<file path="src/rtl/ccr_pkg.sv">
package ccr_pkg;

    localparam int DATA_W = 32;

    typedef enum logic [3:0] {
        OP_ADD  = 4'd0,
        OP_SUB  = 4'd1,
        OP_CMP  = 4'd2,
        OP_MOVE = 4'd3,
        OP_MULS = 4'd4,
        OP_MULU = 4'd5,
        OP_MCP  = 4'd6,
        OP_BTST = 4'd7,
        OP_LIVE = 4'd8
    } op_class_e;

    typedef enum logic [1:0] {
        SZ_BYTE = 2'd0,
        SZ_HALF = 2'd1,
        SZ_WORD = 2'd2,
        SZ_WIDE = 2'd3
    } op_size_e;

    typedef struct packed {
        logic n;
        logic z;
        logic v;
        logic c;
    } nzvc_t;

endpackage

</file>
<file path="src/rtl/ccr_sign_eval.sv">
module ccr_sign_eval
    import ccr_pkg::*;
#(
    parameter int DW = 32
) (
    input  logic [1:0]    size,
    input  logic [DW-1:0] src,
    input  logic [DW-1:0] dst,
    input  logic [DW-1:0] res,
    output nzvc_t         flags,
    output logic          res_neg,
    output logic          res_zero
);
    localparam int LANES = DW / 8;

    logic [LANES-1:0] lane_zero;
    logic             s_src;
    logic             s_dst;
    int               sb;

    generate
        for (genvar g = 0; g < LANES; g++) begin : g_lane
            assign lane_zero[g] = (res[g*8 +: 8] == 8'd0);
        end
    endgenerate

    always_comb begin
        unique case (op_size_e'(size))
            SZ_BYTE: begin sb = 7;      res_zero = lane_zero[0];   end
            SZ_HALF: begin sb = 15;     res_zero = &lane_zero[1:0]; end
            default: begin sb = DW - 1; res_zero = &lane_zero;     end
        endcase
        s_src   = src[sb];
        s_dst   = dst[sb];
        res_neg = res[sb];
        flags   = '0;
        if (res_neg) begin
            flags.n = 1'b1;
            flags.v = !s_src && !s_dst;
            flags.c = s_src && s_dst;
        end else begin
            flags.z = res_zero;
            flags.v = s_src && s_dst;
            flags.c = s_src || s_dst;
        end
    end

endmodule

</file>
<file path="src/rtl/ccr_mul_eval.sv">
module ccr_mul_eval
    import ccr_pkg::*;
#(
    parameter int DW = 32
) (
    input  logic          signed_mode,
    input  logic [DW-1:0] hi,
    input  logic [DW-1:0] lo,
    output nzvc_t         flags
);
    logic [2*DW-1:0] wide;

    always_comb begin
        wide    = {hi, lo};
        flags   = '0;
        flags.z = (wide == '0);
        flags.n = wide[2*DW-1];
        if (signed_mode) flags.v = (hi != {DW{lo[DW-1]}});
        else             flags.v = (hi != '0);
    end

endmodule

</file>
<file path="src/rtl/ccr_btst_eval.sv">
module ccr_btst_eval #(
    parameter int DW = 32,
    localparam int IW = $clog2(DW)
) (
    input  logic [DW-1:0] val,
    input  logic [IW-1:0] sel,
    output logic          bit_n,
    output logic          bit_z
);
    logic [DW-1:0] at_or_below;

    always_comb begin
        for (int i = 0; i < DW; i++) begin
            at_or_below[i] = (i <= int'(sel));
        end
        bit_n = val[sel];
        bit_z = ((val & at_or_below) == '0);
    end

endmodule

</file>
<file path="src/rtl/ccr_eval_unit.sv">
module ccr_eval_unit
    import ccr_pkg::*;
#(
    parameter int DW    = DATA_W,
    parameter int SR_W  = 8,
    parameter int C_POS = 0,
    parameter int V_POS = 1,
    parameter int Z_POS = 2,
    parameter int N_POS = 3,
    parameter int X_POS = 4,
    parameter int R_POS = 5
) (
    input  logic            clk,
    input  logic            rst_n,
    input  logic            op_valid,
    input  logic [3:0]      op_class,
    input  logic [1:0]      op_size,
    input  logic [DW-1:0]   op_src,
    input  logic [DW-1:0]   op_dst,
    input  logic [DW-1:0]   op_res,
    input  logic [DW-1:0]   op_hi,
    input  logic            ext_x,
    input  logic [SR_W-1:0] upd_mask,
    output logic [SR_W-1:0] status
);
    localparam int IW = $clog2(DW);
    localparam logic [SR_W-1:0] ONE   = 1;
    localparam logic [SR_W-1:0] X_BIT = ONE << X_POS;
    localparam logic [SR_W-1:0] BT_BITS = (ONE << X_POS) | (ONE << N_POS) | (ONE << Z_POS);

    op_class_e       cls;
    logic [DW-1:0]   src_eff;
    nzvc_t           add_f;
    nzvc_t           mul_f;
    logic            res_neg;
    logic            res_zero;
    logic            bt_n;
    logic            bt_z;
    logic [SR_W-1:0] new_fl;
    logic [SR_W-1:0] wmask;
    logic [SR_W-1:0] status_nx;

    assign cls     = op_class_e'(op_class);
    assign src_eff = (cls == OP_SUB || cls == OP_CMP) ? ~op_src : op_src;

    ccr_sign_eval #(.DW(DW)) u_sign (
        .size     (op_size),
        .src      (src_eff),
        .dst      (op_dst),
        .res      (op_res),
        .flags    (add_f),
        .res_neg  (res_neg),
        .res_zero (res_zero)
    );

    ccr_mul_eval #(.DW(DW)) u_mul (
        .signed_mode (cls == OP_MULS),
        .hi          (op_hi),
        .lo          (op_res),
        .flags       (mul_f)
    );

    ccr_btst_eval #(.DW(DW)) u_btst (
        .val   (op_dst),
        .sel   (op_src[IW-1:0]),
        .bit_n (bt_n),
        .bit_z (bt_z)
    );

    // Flag vector for the selected class
    always_comb begin
        new_fl = '0;
        unique case (cls)
            OP_ADD: begin
                new_fl[N_POS] = add_f.n; new_fl[Z_POS] = add_f.z;
                new_fl[V_POS] = add_f.v; new_fl[C_POS] = add_f.c;
            end
            OP_SUB, OP_CMP: begin
                new_fl[N_POS] = add_f.n;  new_fl[Z_POS] = add_f.z;
                new_fl[V_POS] = add_f.v;  new_fl[C_POS] = !add_f.c;
            end
            OP_MOVE: begin
                new_fl[N_POS] = res_neg;
                new_fl[Z_POS] = !res_neg && res_zero;
            end
            OP_MULS, OP_MULU: begin
                new_fl[N_POS] = mul_f.n; new_fl[Z_POS] = mul_f.z;
                new_fl[V_POS] = mul_f.v;
            end
            OP_MCP: begin
                new_fl[N_POS] = add_f.n; new_fl[Z_POS] = add_f.z;
                new_fl[V_POS] = add_f.v; new_fl[R_POS] = add_f.c;
            end
            default: new_fl = '0;
        endcase
    end

    // Writeback merge
    always_comb begin
        wmask = upd_mask | X_BIT;
        if (ext_x && new_fl[Z_POS]) wmask[Z_POS] = 1'b0;
        status_nx = status;
        if (op_valid) begin
            if (cls == OP_BTST) begin
                status_nx[X_POS] = 1'b0;
                status_nx[N_POS] = bt_n;
                status_nx[Z_POS] = bt_z;
            end else if (cls != OP_LIVE) begin
                status_nx = (status & ~wmask) | (new_fl & wmask);
            end
        end
    end

    always_ff @(posedge clk or negedge rst_n) begin
        if (!rst_n) status <= '0;
        else        status <= status_nx;
    end

    AST_IDLE_HOLD: assert property (@(posedge clk) disable iff (!rst_n)
        (!op_valid || cls == OP_LIVE) |=> $stable(status));

    AST_X_CLEAR: assert property (@(posedge clk) disable iff (!rst_n)
        (op_valid && cls != OP_LIVE) |=> !status[X_POS]);

    AST_UNMASKED_KEEP: assert property (@(posedge clk) disable iff (!rst_n)
        (op_valid && cls != OP_LIVE && cls != OP_BTST)
        |=> ((status ^ $past(status)) & ~($past(upd_mask) | X_BIT)) == '0);

    AST_EXT_Z_KEEP: assert property (@(posedge clk) disable iff (!rst_n)
        (op_valid && cls != OP_LIVE && cls != OP_BTST && ext_x && new_fl[Z_POS])
        |=> status[Z_POS] == $past(status[Z_POS]));

    AST_BTST_OTHERS: assert property (@(posedge clk) disable iff (!rst_n)
        (op_valid && cls == OP_BTST)
        |=> ((status ^ $past(status)) & ~BT_BITS) == '0);

    AST_MULU_V: assert property (@(posedge clk) disable iff (!rst_n)
        (op_valid && cls == OP_MULU && upd_mask[V_POS])
        |=> status[V_POS] == ($past(op_hi) != '0));

    AST_ADD_WORD_N: assert property (@(posedge clk) disable iff (!rst_n)
        (op_valid && cls == OP_ADD && op_size == 2'd2 && upd_mask[N_POS])
        |=> status[N_POS] == $past(op_res[DW-1]));

endmodule

</file>
<file path="config.mk">
export PLATFORM = sky130hd
export DESIGN_NAME = ccr_eval_unit
export DESIGN_NICKNAME = d
export VERILOG_FILES = /design/src/rtl/ccr_pkg.sv /design/src/rtl/ccr_sign_eval.sv /design/src/rtl/ccr_mul_eval.sv /design/src/rtl/ccr_btst_eval.sv /design/src/rtl/ccr_eval_unit.sv
export SDC_FILE = /design/constraint.sdc
export NUM_CORES = 1
export LEC_CHECK = 0
export ABC_AREA = 1
export BUFFER_PORTS_ARGS = -buffer_cell sky130_fd_sc_hd__buf_2
export CORE_ASPECT_RATIO = 1.4
export CORE_MARGIN = 4
export CORE_UTILIZATION = 42
export CTS_BUF_LIST = sky130_fd_sc_hd__clkbuf_8
export CTS_CLUSTER_SIZE = 30
export DETAILED_ROUTE_END_ITERATION = 12
export PLACE_DENSITY = 0.88
export SKIP_CTS_REPAIR_TIMING = 1
export SYNTH_ARGS = -nofsm -noshare
export SYNTH_HDL_FRONTEND = slang
export SYNTH_SLANG_ARGS = --single-unit
</file>
<file path="constraint.sdc">
create_clock -name clk -period 2.2 [get_ports clk]
set_clock_uncertainty 0.15 [all_clocks]
set_input_delay 0.33 -clock clk [delete_from_list [all_inputs] [get_ports clk]]
set_output_delay 0.33 -clock clk [all_outputs]
set_load 0.01 [all_outputs]
</file>
# Word-level counts from Yosys, hierarchy flattened
# Cells that the tools add are included.
classes:
  magnitude_cmp: 33
  eq_ne: 10
  n_mux: 25
  n_bitwise: 7
  reduce_logical: 27
op_table:
  columns: ["cell", "n"]
  rows:
  - ["<= comparator 5 bit, first input constant", 16]
  - ["logical NOT 64 bit", 1]
  - ["<= comparator 4 x 5 -> 1 bit, first input constant", 8]
  - ["bitwise AND 32 bit", 1]
  - ["logical NOT 32 bit", 1]
  - ["logical NOT 8 bit", 4]
  - ["2-to-1 mux 32 bit", 1]
  - ["inequality test 32 bit", 1]
  - ["NOT 32 bit", 1]
  - ["nonzero test 32 bit", 1]
  - ["binary-select mux 1 bit (select 5 bit)", 4]
  - ["<= comparator 3 x 5 -> 1 bit, first input constant", 4]
  - ["== test 4 x 3 -> 1 bit, second input constant", 4]
  - ["less-than comparator 5 x 6 -> 1 bit, second input constant", 2]
  - ["2-to-1 mux 1 bit", 12]
  - ["<= comparator 2 x 5 -> 1 bit, first input constant", 2]
  - ["one-hot mux 5 bit (2 select lines)", 1]
  - ["bitwise AND 6 x 8 -> 8 bit", 1]
  - ["bitwise AND 8 bit", 1]
  - ["== test 4 x 2 -> 1 bit, second input constant", 2]
  - ["NOT 8 bit", 1]
  - ["bitwise OR 8 bit", 1]
  - ["one-hot mux 1 bit (2 select lines)", 3]
  - ["one-hot mux 2 bit (3 select lines)", 1]
  - ["other kinds (19)", 28]
word_totals:
  reg_bits: 8
  inputBits: 146
  output_inout_bits: 8
  elab_cells: 104

# Longest topological paths before layout
# Gate-level depths: netlist (run 1).
depth:
  word_depth: 15
  mapped_depth: 13
  ltp_nobuf: 13

# By module
# Synthesis (run 1) repeated with hierarchy kept, for this count alone.
unflattened:
  hier_cells: 456
  area_unflattened_um2: 2428.6
modules_own_cells:
  columns: ["module", "n_inst", "cells_per_inst", "area_per_inst_um2"]
  rows:
  - ["ccr_btst_eval", 1, 170, 843.3]
  - ["ccr_eval_unit", 1, 112, 814.5]
  - ["ccr_mul_eval", 1, 112, 470.5]
  - ["ccr_sign_eval", 1, 62, 300.3]

# Worst setup path after synthesis (run 1)
# Ideal clock, no wire load.
synth_timing:
  kind: "input-to-reg"
  from: "in op_src[0]"
  to: "reg status[2]"
  setup_ps: 65
  arrival_ps: 1287
  setup_slack_ps: 698
  stages: 12
  path_buffers: 1
  path_cell_list: "clkbuf_8 > nand2_1 > nor2_1 > o21ai_0 > nand2_1 > nor2_1 > nand2_1 > nor2_1 > nand3_1 > nand2_1 > nand2_1 > nand2_1"
synth_between:
  elab_chain_len: 4
  elab_cells_between_ends: 34
  classes_between: "order compare: 31; mux: 1; bitwise: 1; reduce/logical: 1"
synth_lines:
  columns: ["item", "line", "rtl"]
  rows:
  - ["from (decl)", "ccr_eval_unit.sv:18", "input logic [DW-1:0] op_src,"]
  - ["<= comparator 1 x 5 -> 1 bit, or another cell as far along", "ccr_btst_eval.sv:14", "at_or_below[i] = (i <= int'(sel));"]
  - ["bitwise AND 32 bit (*)", "ccr_btst_eval.sv:17", "bit_z = ((val & at_or_below) == '0);"]
  - ["logical NOT 32 bit (*)", "ccr_btst_eval.sv:17", null]
  - ["2-to-1 mux 3 bit (*)", "ccr_eval_unit.sv:104", "if (cls == OP_BTST) begin"]
  - ["to (signal assigned)", "ccr_eval_unit.sv:116", "else status <= status_nx;"]
  - ["to (decl)", "ccr_eval_unit.sv:24", "output logic [SR_W-1:0] status"]
# Mark *: on every way between the ends. The rest lies on a longest branch, timed or not.
# A chain may end at the register's enable or synchronous reset.

# Final worst setup path (run 1)
layout_timing:
  from: "in op_src[1]"
  to: "reg status[2]"
# Same word-level chain as after synthesis.

==> results of run 1 <==
[layout by cell type (no fill, tap or decap), drive strengths merged]
cell type / netlist / final
o31ai: 1 / 1
a21boi: 2 / 2
nor3: 3 / 3
o22ai: 2 / 2
nand3: 28 / 28
nand2: 119 / 119
buf: 2 / 128
dfrtp: 7 / 7
nor3b: 1 / 1
conb: 1 / 1
nand4: 15 / 15
clkbuf: 3 / 3
o21ai: 13 / 13
xor2: 1 / 1
or2: 3 / 3
a31oi: 1 / 1
o211ai: 1 / 1
and3: 1 / 1
a21oi: 8 / 8
nand3b: 6 / 6
o2111ai: 2 / 2
dlygate4sd3: 0 / 1
inv: 33 / 34
nor2: 78 / 78
a22oi: 6 / 6
a22o: 1 / 1
[stage by stage]
| step | area [sq um] | worst slack, ns | hold slack, ns |
|---|---|---|---|
| floorplan | 1690 | 0.698 | -0.116 |
| global placement | 2320 | 0.298 | 0.0132 |
| detailed placement | 2320 | 0.304 | 0.0227 |
| CTS | 2370 | 0.544 | -0.224 |
| global route | 2380 | 0.341 | 0.127 |
| finish | 2380 | 0.519 | 0.131 |
[metal layers]
metal	track usage (%)	share of wire (%)	wire, um	vias up
li1	-	-	-	1360
met1	23.0	35	2230	1204
met2	49.4	55	3560	146
met3	4.20	8.4	541	14
met4	6.76	1.4	92	0
met5	0	0	0	-
[worst max path at each step]
stage	from	end	slack, ns	cells past startpoint
after floorplan	op_src[0]	status[2]	0.70	12
after global placement	op_src[1]	status[2]	0.30	12
after detailed placement	op_src[1]	status[2]	0.30	12
after CTS	op_src[1]	status[2]	0.54	12
after global routing	op_src[1]	status[2]	0.34	12
final	op_src[1]	status[2]	0.52	12
[power by group through the flow]
stage	sequential [mW]	combinational, mW	clock, mW
2_1_floorplan	0.155	0.185	0
3_3_place_gp	0.149	0.361	0
3_5_place_dp	0.150	0.367	0
4_1_cts	0.149	0.369	0.185
5_1_grt	0.150	0.418	0.194
6_report	0.148	0.374	0.180
[kinds of logic after synthesis]
kind of cell,share of synthesized area (%)
compound gates,13.3
simple gates,64.6
xor+xnor,0.519
buf+inv,10.9
other cells,0.222
flops,10.4
[layout make-up]
cell class | count | area share (%)
inverters | 33 | 5.21
clock buffers | 3 | 1.74
multi-input cells | 293 | 55.8
flip-flops and latches | 7 | 7.36
well taps | 43 | 2.26
clock inverters | 1 | 0.158
repair buffers | 129 | 27.4
==> impl_metrics.json, run 1 <==
{
  "synth_sequential_area_ratio_pct": 10.4,
  "core_region_area_sq_um": 3920,
  "mappedNetlistArea_sq_um": 1690,
  "syn_to_final_growth_pct": 41.0,
  "cp-end-kind": "flop",
  "yosysTopAreaCellShare_pct": 26.5,
  "die_height_um": 83.0,
  "first_iter_violations": 314,
  "total_switching_power_mw": 0.278,
  "cpLargestDelayFamily": "simple AND/OR/NAND/NOR gates",
  "final-setup-viol-count": 0,
  "bufs_on_longest_clock_path": 2,
  "syn-instance-count": 338,
  "drive_gt1_share_pct": 30.5,
  "via_count_of_the_first_global_routing_pass": 2576,
  "worstSetupPathType": "primary input to flop",
  "clk_latency_ns": 0.23,
  "initial_core_util_pct": 43.1,
  "crit_path_cell_chain": "buf_2, nand2_1, inv_2, nand2_1, nand3_1, nand2_1, nand4_1, nor2_1, nand3_1, nand2_1, nand2_1, nand2_1",
  "irDropWorstVdd_v": 0.000296,
  "worst_hold_startpoint": "upd_mask[7]",
  "synthArstFlopShare_pct": 100,
  "synth.avg_cell_area_sq_um": 4.99,
  "layout.core_utilization_pct": 60.7,
  "combined_global_route_utilization_of_all_metal_layers_pct": 24.6,
  "globalRoute.totalOverflow": 0,
  "number_of_antenna_violations_at_the_first_check_in_global_routing": 0,
  "multi_input_comb_area_sq_um": 1330,
  "beginning_of_the_worst_register_to_register_path": "status[2]",
  "p_comb_share_pct": 53.2,
  "hpwlAfterDp_um": 5540,
  "clock_tree_from_tritoncts": "done",
  "cts_made_buffers": 3,
  "power.switching_fraction_pct": 39.5,
  "timing.hold.worst_path_depth": 2,
  "hold_path_end": "status[7]",
  "grt_pass1_wl_um": 10100,
  "synthTopCellsByArea": "nand2_1 (26%), nor2_1 (16%), dfrtp_1 (10%)",
  "avgRoutedWirePerCell_um": 12.6,
  "timing.setup.tns_ns": 0,
  "cell_type_contributing_the_most_total_cell_area_after_synthesis": "nand2_1",
  "crit_slowest_cell": "buf_2",
  "cp_buf_inv_count": 2,
  "largest_regs": "status x7",
  "ys_seq_elements": 7,
  "power_density_nw_per_um2": 295,
  "status": "completed",
  "gpl.final_weighted_congestion": 1.07,
  "grt_setup_unrepaired": "false",
  "synth_common_cells": "nand2_1 (119), nor2_1 (74), inv_1 (29)",
  "numPortBuffers": 127,
  "required_ns": 2.17,
  "timing.final.max_slew_violations": 0,
  "synth_most_common_cell": "nand2_1",
  "yosysWarnings": 0,
  "largest_reg_flops": 7,
  "drtPass1Iterations": 5,
  "synth_edf_count": 0,
  "timing.final.crit_share_pct": 76.4,
  "vias": 2724,
  "max_cap_viol_count": 0,
  "vias_per_cell": 5.35,
  "clock_sink_count": 7,
  "hold_path_class": "primary input to flop",
  "die_width_um": 61.6,
  "crit_top_cell": "nand2_1",
  "ctsRootBufferMaster": "clkbuf_8",
  "pin_count": 154,
  "synth-main-ff-cell": "dfrtp_1",
  "maximum_number_of_pins_on_one_net_before_global_route_repair": 14,
  "share_clk_of_total_power_pct": 25.7,
  "placedCellCount": 504,
  "slowest_delay_ns": 0.27,
  "p_int_mw": 0.425,
  "worst-path-max-fanout": 13,
  "final-instance-count-excl-fill": 509,
  "final.min_clock_period_ns": 1.68,
  "h-tree-depth": 1,
  "worstReg2RegEnd": "status[2]",
  "placementRows": 27,
  "cp_data_arrival_time_ns": 1.65,
  "start_kind": "primary input",
  "clock.fmax_ghz": 0.595,
  "fp.dieArea_sq_um": 5110,
  "power_leakage_nw": 1.37,
  "hold_viol": 0,
  "routed_wl_um": 6420,
  "timing.reg2reg.setup_slack_ns": 1.14,
  "synthesis.nets": 484,
  "top_register": "status",
  "register_area_sq_um": 175,
  "share_seq_of_total_power_pct": 21.1,
  "ys_types": 32,
  "timing.reg2reg.worst_path_depth": 6,
  "antennaDiodeCount": 0,
  "fill_cells": 421,
  "route.antenna.remaining_nets": 0,
  "finish.net_count": 613,
  "power.total_mw": 0.703,
  "cts.reportedPaths.clkPinSlew_ns": 0.04,
  "route.detailed.drc": 0
}
Note: power is estimated with default switching activity, not from simulation.
==> run 2, diff against run 1 <==
- CORE_UTILIZATION: 42 -> 35
- PLACE_DENSITY: 0.88 -> 0.78
- clock period: 2.2 -> 1.43 ns (I/O delays scaled with it)
==> impl_metrics.json, run 2 (synthesis results as in run 1) <==
{
  "power.switching_fraction_pct": 37.6,
  "numPortBuffers": 127,
  "gpl.final_weighted_congestion": 1.02,
  "avgRoutedWirePerCell_um": 11.9,
  "ctsRootBufferMaster": "clkbuf_8",
  "globalRoute.totalOverflow": 0,
  "initial_core_util_pct": 36.6,
  "top_register": "status",
  "clock_tree_from_tritoncts": "done",
  "clock_sink_count": 7,
  "cts_made_buffers": 3,
  "finish.net_count": 659,
  "largest_regs": "status x7",
  "final-setup-viol-count": 0,
  "final_cell_area_sq_um": 2860,
  "share_clk_of_total_power_pct": 22.0,
  "die_width_um": 66.7,
  "clk_latency_ns": 0.22,
  "fp.dieArea_sq_um": 6010,
  "drive_gt1_share_pct": 40.8,
  "bufs_on_longest_clock_path": 2,
  "dpl-instance-area_sq_um": 2690,
  "timing.reg2reg.setup_slack_ns": 0.39,
  "worstSetupPathType": "primary input to flop",
  "p_int_mw": 0.748,
  "placementRows": 29,
  "grt_pass1_wl_um": 10700,
  "antennaDiodeCount": 0,
  "largest_reg_flops": 7,
  "h-tree-depth": 1,
  "routed_wl_um": 6830,
  "hpwlAfterDp_um": 5900,
  "hold_path_class": "primary input to flop",
  "irDropWorstVdd_v": 0.000676,
  "total_switching_power_mw": 0.451,
  "final.min_clock_period_ns": 1.37,
  "most-common-layout-cells": "buf_2 (123), nand2_1 (113), nor2_1 (66), buf_4 (47), inv_1 (29)",
  "power_leakage_nw": 1.61,
  "pin_count": 154,
  "syn_to_final_growth_pct": 69.2,
  "timing.final.max_slew_violations": 0,
  "clock.fmax_ghz": 0.729,
  "start_kind": "primary input",
  "hold_viol": 0,
  "route.antenna.remaining_nets": 0,
  "max_cap_viol_count": 0,
  "vias_per_cell": 5.02,
  "power_density_nw_per_um2": 420,
  "route.detailed.drc": 0,
  "status": "completed",
  "share_seq_of_total_power_pct": 18.9,
  "cp-end-kind": "flop",
  "layout.core_utilization_pct": 62.0,
  "maximum_number_of_pins_on_one_net_before_global_route_repair": 10,
  "p_comb_share_pct": 59.1,
  "cp_data_arrival_time_ns": 1.39,
  "grt_setup_unrepaired": "true",
  "cts.reportedPaths.clkPinSlew_ns": 0.04,
  "required_ns": 1.44,
  "layout.cells.most_common": "buf_2",
  "drtPass1Iterations": 4,
  "vias": 2880,
  "timing.final.crit_share_pct": 95.9,
  "first_iter_violations": 244,
  "core_region_area_sq_um": 4610,
  "combined_global_route_utilization_of_all_metal_layers_pct": 21.3,
  "number_of_antenna_violations_at_the_first_check_in_global_routing": 0,
  "via_count_of_the_first_global_routing_pass": 2748,
  "die_height_um": 90.2,
  "worst-path-max-fanout": 9
}
## run 2: changes by cell type in the layout (fill, tap and decap cells not counted), moves of 2 or more
cell	change
buf_4	+46
nor2_2	+5
nand2_1	-6
buf_2	-4
nand2_2	+6
nor2_1	-8
buf_6	+3
nor2_4	+3
inv_4	+2
## run 2: power by group through the flow
stage / Clock [mW] / Sequential (mW) / Combinational (mW)
2_1_floorplan: 0 / 0.238 / 0.284
3_3_place_gp: 0 / 0.229 / 0.648
3_5_place_dp: 0 / 0.229 / 0.661
4_1_cts: 0.267 / 0.227 / 0.664
5_1_grt: 0.284 / 0.228 / 0.783
6_report: 0.264 / 0.227 / 0.708
## run 2: stage by stage
step | setup slack [ns] | power, mW | hold slack (ns) | instances | TNS, ns
4_1_cts | 0.0131 | 1.16 | -0.332 | 573 | 0
3_3_place_gp | -0.195 | 0.876 | -0.100 | 569 | -0.775
2_1_floorplan | 0.0434 | 0.522 | -0.231 | 338 | 0
6_report | 0.0580 | 1.20 | 0.0241 | 574 | 0
5_1_grt | -0.0734 | 1.30 | 0.0237 | 574 | -0.0856
3_5_place_dp | -0.214 | 0.890 | -0.0969 | 569 | -0.993
## run 2: worst max-delay path, cell delays in order
cell	delay (ns)
clkbuf_4	0.19
buf_4	0.16
nand3_1	0.09
nand2_1	0.05
nand3_1	0.08
nand2_1	0.05
nor2_1	0.09
nand2_1	0.06
nor2_2	0.14
nand3_1	0.09
nand2_1	0.07
nand2_1	0.04
nand2_1	0.05
## run 2: area by class of cell
| cell class | count | area [sq um] |
|---|---|---|
| clock buffer | 3 | 41.3 |
| multi-input combinational | 293 | 1410 |
| timing repair buffer | 175 | 1020 |
| sequential | 7 | 175 |
| fill | 468 | 1750 |
| inverter | 33 | 129 |
| clock inverter | 1 | 3.75 |
| tap | 62 | 77.6 |
## run 2: routing by layer
layer  vias to the layer above  part of all wire, %  global-route usage, %
met2                       146                   55                   42.5
met3                        22                  7.6                   3.74
met4                         0                  2.4                   6.78
met1                      1256                   35                   20.9
met5                         -                    0                      0
li1                       1456                    -                      -
## run 2: worst paths after layout
kind	to	from	depth (start not counted)
max	status[2]	op_src[2]	13
min	status[6]	upd_mask[6]	2
max reg2reg	status[2]	status[2]	6
min reg2reg	status[0]	status[0]	2
max in group asynchronous	status[5]	rst_n	2
min in group asynchronous	status[3]	rst_n	2
==> run 3, diff against run 2 <==
--- a/config.mk
+++ b/config.mk
@@ -13,3 +13,3 @@
 export CTS_BUF_LIST = sky130_fd_sc_hd__clkbuf_8
-export CTS_CLUSTER_SIZE = 30
+export CTS_CLUSTER_SIZE = 20
 export DETAILED_ROUTE_END_ITERATION = 12
==> constraint.sdc (replaced) <==
create_clock -name clk -period 1.43 [get_ports clk]
set_clock_uncertainty 0.15 [all_clocks]
set_input_delay 0 -clock clk [delete_from_list [all_inputs] [get_ports clk]]
set_output_delay 0 -clock clk [all_outputs]
set_load 0.01 [all_outputs]
==> impl_metrics.json, run 3 (synthesis results as in run 1) <==
{
  "globalRoute.totalOverflow": 0,
  "most-common-layout-cells": "buf_2 (126), nand2_1 (119), nor2_1 (74), inv_1 (30), nand3_1 (28)",
  "clock.fmax_ghz": 0.782,
  "numPortBuffers": 127,
  "slowest_delay_ns": 0.34,
  "route.detailed.drc": 0,
  "timing.final.crit_share_pct": 89.4,
  "core_region_area_sq_um": 4610,
  "cts_made_buffers": 3,
  "final-setup-viol-count": 0,
  "die_height_um": 90.2,
  "failing_checks": "negative hold slack",
  "h-tree-depth": 1,
  "vias_per_cell": 5.00,
  "worst-path-max-fanout": 9,
  "worst_setup_path_startpoint": "op_src[3]",
  "cp_data_arrival_time_ns": 1.30,
  "clk_latency_ns": 0.23,
  "final-instance-count-excl-fill": 555,
  "layout.core_utilization_pct": 56.9,
  "clock_tree_from_tritoncts": "done",
  "grt_pass1_wl_um": 10900,
  "crit_path_cell_chain": "clkbuf_4, nor2_1, nand2_1, nand2_1, nand2_1, nor2_1, nand4_1, nand2_1, nand3_1, nand2_1, nand2_1, nand2_1",
  "routed_wl_um": 6870,
  "worst_setup_path_endpoint": "status[2]",
  "die_width_um": 66.7,
  "clock_sink_count": 7,
  "timing.reg2reg.setup_slack_ns": 0.40,
  "grt_setup_unrepaired": "false",
  "combined_global_route_utilization_of_all_metal_layers_pct": 22.0,
  "timing.final.max_slew_violations": 0,
  "placementRows": 29,
  "number_of_antenna_violations_at_the_first_check_in_global_routing": 0,
  "gpl.final_weighted_congestion": 1.00,
  "max_cap_viol_count": 0,
  "register_area_sq_um": 175,
  "initial_core_util_pct": 36.6,
  "required_ns": 1.45,
  "dp_slack_ns": -0.0481,
  "via_count_of_the_first_global_routing_pass": 2717,
  "syn_to_final_growth_pct": 55.3,
  "vias": 2776,
  "beginning_of_the_worst_register_to_register_path": "status[2]",
  "start_kind": "primary input",
  "antennaDiodeCount": 0,
  "drtPass1Iterations": 5,
  "placedCellCount": 545,
  "holdWs_ns": -0.0164,
  "first_iter_violations": 238,
  "irDropWorstVdd_v": 0.000559,
  "crit_slowest_cell": "nor2_1",
  "hpwlAfterDp_um": 5930,
  "power_leakage_nw": 1.50,
  "worst_hold_startpoint": "upd_mask[2]",
  "status": "finished with violations",
  "cts.reportedPaths.clkPinSlew_ns": 0.04,
  "fill_cells": 498,
  "timing.setup.tns_ns": 0,
  "bufs_on_longest_clock_path": 2,
  "power_density_nw_per_um2": 434,
  "layout.cells.most_common": "buf_2",
  "largest_regs": "status x7",
  "route.antenna.remaining_nets": 0,
  "fp.dieArea_sq_um": 6010,
  "finish.net_count": 640,
  "cp-end-kind": "flop",
  "crit_top_cell": "nand2_1",
  "pin_count": 154,
  "maximum_number_of_pins_on_one_net_before_global_route_repair": 10,
  "worstReg2RegEnd": "status[2]",
  "drive_gt1_share_pct": 33.3,
  "largest_reg_flops": 7,
  "worstSetupPathType": "primary input to flop",
  "hold_viol": 8,
  "multi_input_comb_area_sq_um": 1330,
  "final.min_clock_period_ns": 1.28,
  "timing.reg2reg.worst_path_depth": 6,
  "top_register": "status",
  "ctsRootBufferMaster": "clkbuf_8",
  "post-route-worst-setup-slack_ns": 0.151,
  "hold_path_class": "primary input to flop",
  "avgRoutedWirePerCell_um": 12.4
}
-- run 3: final cells by class --
cell class | count | area share [%]
Multi-Input combinational cell | 293 | 50.7
Timing Repair Buffer | 156 | 33.2
Sequential cell | 7 | 6.68
Inverter | 33 | 4.73
Tap cell | 62 | 2.96
Clock buffer | 3 | 1.58
Clock inverter | 1 | 0.143
-- run 3: power by group --
part / leakage (nW) / switching (mW) / internal [mW]
sequential: 0.0946 / 0.00983 / 0.217
combinational: 1.38 / 0.338 / 0.299
clock: 0.0269 / 0.0882 / 0.186
total: 1.50 / 0.436 / 0.702
-- run 3: worst min-delay path by stage --
stage / end / slack (ns) / cells past startpoint
floorplan: status[0] / -0.45 / 0
global placement: status[6] / -0.31 / 1
detailed placement: status[3] / -0.31 / 1
CTS: status[3] / -0.55 / 1
global route: status[2] / 0.01 / 6
finish: status[2] / -0.02 / 6
-- run 3: worst max-delay path, delay by kind of cell --
kind,cells,cell delay (ns)
simple gates,11,1.13
buf+inv,1,0.17
-- run 3: layer usage --
metal	GRT usage (%)	share of wire, %	up-vias
met5	0	0	-
met1	22.4	35	1191
met3	3.49	8.5	27
met2	42.2	53	143
li1	-	-	1415
met4	8.81	3.6	0
-- run 3: per-stage QoR --
| stage | area [sq um] | total power [mW] |
|---|---|---|
| after floorplan | 1690 | 0.522 |
| after global placement | 2510 | 0.837 |
| after detailed placement | 2510 | 0.844 |
| after CTS | 2560 | 1.12 |
| after global routing | 2620 | 1.23 |
| final | 2620 | 1.14 |
